$ cat src/rtl/rate_div_pkg.sv
package rate_div_pkg;

  typedef enum logic [1:0] {
    OSC_STOP_A = 2'b00,
    OSC_RUN    = 2'b01,
    OSC_STOP_B = 2'b10,
    OSC_HOLD   = 2'b11
  } osc_mode_e;

  localparam int unsigned TAP_IDX_W = 5;

  // Stage picked by a nonzero rate code: the two slowest low codes wrap to
  // stages 6/7, the rest walk down from stage 1.
  function automatic logic [TAP_IDX_W-1:0] tap_of(input logic [3:0] code);
    logic [TAP_IDX_W-1:0] c;
    c = {1'b0, code};
    if (code < 4'd3) return c + 5'd5;
    return c - 5'd2;
  endfunction

endpackage

$ cat src/rtl/rdiv_osc_ctl.sv
module rdiv_osc_ctl
  import rate_div_pkg::*;
#(
  parameter int unsigned CTL_W = 3
) (
  input  logic             clk,
  input  logic             rst,
  input  logic             xtal_in,
  input  logic [CTL_W-1:0] ctl,
  output logic             step,
  output logic             run,
  output logic             hold,
  output logic             ref_lvl,
  output logic             bank_sel
);

  osc_mode_e mode;
  logic      osc_on;
  logic      xtal_q;

  assign mode   = osc_mode_e'(ctl[2:1]);
  assign osc_on = ctl[1];

  always_ff @(posedge clk) begin
    if (rst) begin
      xtal_q   <= 1'b0;
      bank_sel <= 1'b0;
    end else begin
      xtal_q   <= xtal_in & osc_on;
      bank_sel <= ctl[0];
    end
  end

  assign step    = osc_on & xtal_in & ~xtal_q;
  assign run     = (mode == OSC_RUN);
  assign hold    = (mode == OSC_HOLD);
  assign ref_lvl = xtal_q;


  stopped_quiet_chk: assert property (@(posedge clk) disable iff (rst)
    !osc_on |=> !ref_lvl);

endmodule

$ cat src/rtl/rdiv_chain.sv
module rdiv_chain #(
  parameter int unsigned STAGES = 15
) (
  input  logic              clk,
  input  logic              rst,
  input  logic              step,
  input  logic              run,
  input  logic              hold,
  output logic [STAGES-1:0] cnt,
  output logic [STAGES-1:0] edge_q
);

  localparam int unsigned MSB = STAGES - 1;

  logic [STAGES-1:0] nxt;
  logic [STAGES-1:0] rise_c;
  logic              adv;

  assign adv = step & run;
  assign nxt = cnt + 1'b1;

  for (genvar k = 0; k < STAGES; k++) begin : g_rise
    assign rise_c[k] = adv & nxt[k] & ~cnt[k];
  end

  always_ff @(posedge clk) begin
    if (rst || hold) begin
      cnt    <= '0;
      edge_q <= '0;
    end else begin
      edge_q <= rise_c;
      if (adv) cnt <= nxt;
    end
  end


  hold_zero_chk: assert property (@(posedge clk) disable iff (rst)
    hold |=> (cnt == '0 && edge_q == '0));


  stop_keep_chk: assert property (@(posedge clk) disable iff (rst)
    (!run && !hold) |=> $stable(cnt));


  tick_msb_chk: assert property (@(posedge clk) disable iff (rst)
    edge_q[MSB] |-> cnt[MSB]);

endmodule

$ cat src/rtl/rdiv_tap_sel.sv
module rdiv_tap_sel
  import rate_div_pkg::*;
#(
  parameter int unsigned STAGES = 15,
  parameter int unsigned RATE_W = 4
) (
  input  logic              clk,
  input  logic              rst,
  input  logic [RATE_W-1:0] rate,
  input  logic              sqw_en,
  input  logic              fast_en,
  input  logic              ref_lvl,
  input  logic [STAGES-1:0] cnt,
  input  logic [STAGES-1:0] edge_q,
  output logic              sqw_out,
  output logic              per_set
);

  logic [TAP_IDX_W-1:0] tap_idx;
  logic                 tap_valid;
  logic [STAGES-1:0]    sel;
  logic                 tap_lvl;
  logic                 tap_edge;

  assign tap_valid = (rate != '0);
  assign tap_idx   = tap_of(rate[3:0]);

  for (genvar k = 0; k < STAGES; k++) begin : g_sel
    assign sel[k] = tap_valid && (tap_idx == TAP_IDX_W'(k));
  end

  assign tap_lvl  = |(cnt & sel);
  assign tap_edge = |(edge_q & sel);

  always_ff @(posedge clk) begin
    if (rst) begin
      sqw_out <= 1'b0;
      per_set <= 1'b0;
    end else begin
      sqw_out <= sqw_en & (fast_en ? ref_lvl : tap_lvl);
      per_set <= tap_edge;
    end
  end


  sqw_off_chk: assert property (@(posedge clk) disable iff (rst)
    !sqw_en |=> !sqw_out);


  per_single_chk: assert property (@(posedge clk) disable iff (rst)
    per_set |=> !per_set);


  zero_rate_chk: assert property (@(posedge clk) disable iff (rst)
    (rate == '0) |=> !per_set);

endmodule

$ cat src/rtl/rate_divider.sv
module rate_divider #(
  parameter int unsigned STAGES = 15,
  parameter int unsigned RATE_W = 4,
  parameter int unsigned CTL_W  = 3
) (
  input  logic              clk,
  input  logic              rst,
  input  logic              xtal_in,
  input  logic [CTL_W-1:0]  div_ctl,
  input  logic [RATE_W-1:0] rate_sel,
  input  logic              sqw_en,
  input  logic              sqw_fast,
  output logic              sqw_out,
  output logic              per_set,
  output logic              sec_tick,
  output logic              bank_sel
);

  logic              step;
  logic              run;
  logic              hold;
  logic              ref_lvl;
  logic [STAGES-1:0] cnt;
  logic [STAGES-1:0] edge_q;

  rdiv_osc_ctl #(.CTL_W(CTL_W)) u_osc (
    .clk      (clk),
    .rst      (rst),
    .xtal_in  (xtal_in),
    .ctl      (div_ctl),
    .step     (step),
    .run      (run),
    .hold     (hold),
    .ref_lvl  (ref_lvl),
    .bank_sel (bank_sel)
  );

  rdiv_chain #(.STAGES(STAGES)) u_chain (
    .clk    (clk),
    .rst    (rst),
    .step   (step),
    .run    (run),
    .hold   (hold),
    .cnt    (cnt),
    .edge_q (edge_q)
  );

  rdiv_tap_sel #(.STAGES(STAGES), .RATE_W(RATE_W)) u_tap (
    .clk     (clk),
    .rst     (rst),
    .rate    (rate_sel),
    .sqw_en  (sqw_en),
    .fast_en (sqw_fast),
    .ref_lvl (ref_lvl),
    .cnt     (cnt),
    .edge_q  (edge_q),
    .sqw_out (sqw_out),
    .per_set (per_set)
  );

  assign sec_tick = edge_q[STAGES-1];


  tick_single_chk: assert property (@(posedge clk) disable iff (rst)
    sec_tick |=> !sec_tick);


  hold_no_tick_chk: assert property (@(posedge clk) disable iff (rst)
    (div_ctl[2:1] == 2'b11) |=> (!sec_tick && !per_set));

endmodule

$ cat config.mk
export PLATFORM = sky130hd
export DESIGN_NAME = rate_divider
export DESIGN_NICKNAME = d
export VERILOG_FILES = /design/src/rtl/rate_div_pkg.sv /design/src/rtl/rdiv_osc_ctl.sv /design/src/rtl/rdiv_chain.sv /design/src/rtl/rdiv_tap_sel.sv /design/src/rtl/rate_divider.sv
export SDC_FILE = /design/constraint.sdc
export NUM_CORES = 1
export LEC_CHECK = 0
export BUFFER_PORTS_ARGS = -buffer_cell sky130_fd_sc_hd__clkbuf_2
export CAP_MARGIN = 10
export CORE_UTILIZATION = 61
export CTS_BUF_LIST = sky130_fd_sc_hd__clkbuf_8
export DETAILED_ROUTE_END_ITERATION = 10
export HOLD_SLACK_MARGIN = 0.08
export PLACE_DENSITY = 0.82
export SYNTH_ARGS = -nofsm -noshare
export SYNTH_HDL_FRONTEND = slang
export SYNTH_SLANG_ARGS = --single-unit
$ cat constraint.sdc
create_clock -name clk -period 2.3 [get_ports clk]
set_input_delay 0.23 -clock clk [delete_from_list [all_inputs] [get_ports clk]]
set_output_delay 0.23 -clock clk [all_outputs]
set_load 0.03 [all_outputs]
==> impl_metrics.tcl <==
set metrics [dict create \
    synth_seq_cells 34 \
    syn_inst 203 \
    path_clk_slew_ns 0.07 \
    cts.sinks 34 \
    clk_latency_ns 0.28 \
    skew_ns 0.006406 \
    pin_count 16 \
    root_buffer "clkbuf_8" \
    track_usage_pct 29.81 \
    yosysWarnings 0 \
    die_w_um 55.68 \
    layout_common_cells "dfxtp_1, nor2_1, nand2_1" \
    status "completed" \
    drc 0 \
    syn_area_um2 1758 \
    cts_buffers 5 \
    setup_tns_ns 0 \
    cts_tree "yes" \
    grt_max_degree 17 \
    antenna_found_initial 0 \
    drive_gt1_share_pct 15.84 \
    die_area_um2 3100 \
    cp.required_ns 2.46 \
    yosys-top-cells-area "dfxtp_1, nor2_1, nand2_1, mux2i_1, ha_1" \
    maxCapViolations 0 \
    fillCellCount 218 \
    p_seq_share_pct 51.0 \
    crit_type "flop to flop" \
    place_area_um2 1854 \
    intPower_uw 880.1 \
    ir_drop_mv 0.6248 \
    slew_headroom_pct 67.39 \
    via_per_inst 6.103 \
    p_switching_uw 290.3 \
    rows 19 \
    drtAntennaViolNets 0 \
    grt_pass1_wl_mm 7.086 \
    clk_path_buf_depth 2 \
    cts-resized-gates 0 \
    syn-mean-instance-area_um2 8.660 \
    fin_crit_sh_pct 82.44 \
    critPathLaunchType "flop" \
    final_area_um2 1946 \
    power_frac_clock_pct 37.6 \
    synth_ff_type "dfxtp_1" \
    fp.coreArea_um2 2734 \
    worstMarginPinSlew_ns 0.4891 \
    routed_wl_mm 4.138 \
    final_common_cell "dfxtp_1" \
    cp.arrival_ns 2.05 \
    post-cts-setup-buffers 0 \
    start_util_pct 64.30 \
    ys_seq_area_share_pct 38.72 \
    num-nets-final 237 \
    slew_viol_final 0 \
    critical_path.endpoint_type "flop" \
    synth_nets 220 \
    final-seq-area_um2 680.7 \
    drt_iter0_drc 132 \
    antenna_cells 0 \
    swShare_pct 24.80 \
    layout_min_cycle_time_ns 1.896 \
    hpwlAfterDp_mm 3.158 \
    die_y_um 55.68 \
    multi_input_area_um2 1018 \
    overflow 0 \
    cp_max_fo 7 \
    fmax_ghz 0.5274 \
    p_leak_nw 0.7648 \
    first_pass_iters 5 \
    hold_path_class "input port to flop" \
    grt_pass1_vias 1545 \
    wl_per_cell_um 16.42 \
    synth_edf_count 0 \
    vias 1538 \
    pwr-share-comb_pct 11.4 \
    ctsHoldBuffers 0 \
    synth_area_leader_cell "dfxtp_1" \
    finalHoldViolCount 0 \
    port_buffers 15 \
    htree_levels 2 \
    setup_viol 0 \
    rsz0062_at_grt "false" \
    synth.top_cell.area_share_pct 38.72 \
    area.growth.synth_to_final_pct 10.68 \
    power_density_nw_per_um2 601.6 \
    gp_congestion 0.9220 \
    synth_async_sr_flop_share_pct 0 \
    synthDistinctLibCells 50 \
]
## synthesized netlist by cell type (all sizes together), types with 3 or more instances
master,count
nand4,7
or3,4
dfxtp,34
nor3,10
nand2,19
nand2b,3
xnor2,4
nor3b,3
o211ai,3
clkbuf,5
xor2,6
and3,5
mux2i,7
a21oi,8
nand3,4
o21ai,4
a21o,4
ha,5
nor2,27
buf,3
inv,5
## metrics by stage
step | instances | worst slack [ns] | hold slack [ns] | power, mW | utilization [%]
after floorplan | 203 | 0.2759 | 0.3016 | 0.6986 | -
after global placement | 244 | 0.2344 | 0.4389 | 0.7391 | 67.83
after detailed placement | 244 | 0.1686 | 0.4435 | 0.7412 | 67.83
after CTS | 252 | 0.4240 | 0.1471 | 1.178 | 71.17
after global routing | 252 | 0.2833 | 0.1542 | 1.215 | 71.17
final | 252 | 0.4040 | 0.1517 | 1.170 | 71.17
## power groups by stage
stage               logic (mW)  registers (mW)  clock network (mW)
global placement         0.129           0.610                   0
floorplan               0.0828           0.616                   0
finish                   0.133           0.597               0.440
CTS                      0.132           0.597               0.449
detailed placement       0.131           0.610                   0
global route             0.147           0.597               0.471
## logic make-up (layout without fill, tap and decap cells)
kind of cell | after synthesis | count (layout) | synth area share [%]
AOI/OAI and AO/OA | 39 | 39 | 16.23
and+or+nand+nor | 95 | 95 | 29.18
adders and majority gates | 5 | 5 | 3.559
xor gates and xnor gates | 10 | 10 | 4.982
buffers and inverters | 13 | 31 | 3.345
muxes | 7 | 7 | 3.986
DFF | 34 | 34 | 38.72
## final timing paths
path,end,cells past startpoint,from,slack [ns]
max,u_chain.cnt[14],6,u_chain.cnt[0],0.40
min,u_osc.bank_sel,2,div_ctl[0],0.15
max reg2reg,u_chain.cnt[14],6,u_chain.cnt[0],0.40
min reg2reg,u_chain.edge_q[14],1,u_chain.cnt[14],0.51
## registers in the layout (all words and copies together), names as in the netlist
name / cells
u_tap.sqw_out: 1
u_chain.cnt: 15
u_osc.bank_sel: 1
u_tap.per_set: 1
u_chain.edge_q: 15
u_osc.ref_lvl: 1
## worst max-delay path, cell delays in order (launching register included)
cell and delay, ns:
dfxtp_1 0.48, ha_1 0.26, and3_1 0.23, nand4_1 0.27
nor4_1 0.32, xnor2_1 0.16, nor2_1 0.05
## metal layers
layer,up-vias,routed length [µm],global-route usage [%]
li1,776,-,-
met1,704,1762,35.58
met2,49,2076,50.09
met3,9,197,7.442
met4,0,102,14.29
met5,-,0,0
## area by class of cell
| cell class | count | area share (%) |
|---|---|---|
| clock inverters | 2 | 0.4502 |
| well taps | 31 | 1.994 |
| inverters | 5 | 0.9646 |
| multi-input cells | 156 | 52.35 |
| repair buffers | 18 | 5.016 |
| clock buffers | 6 | 4.244 |
| flip-flops and latches | 34 | 34.98 |
Note: power is estimated with default switching activity, not from simulation.
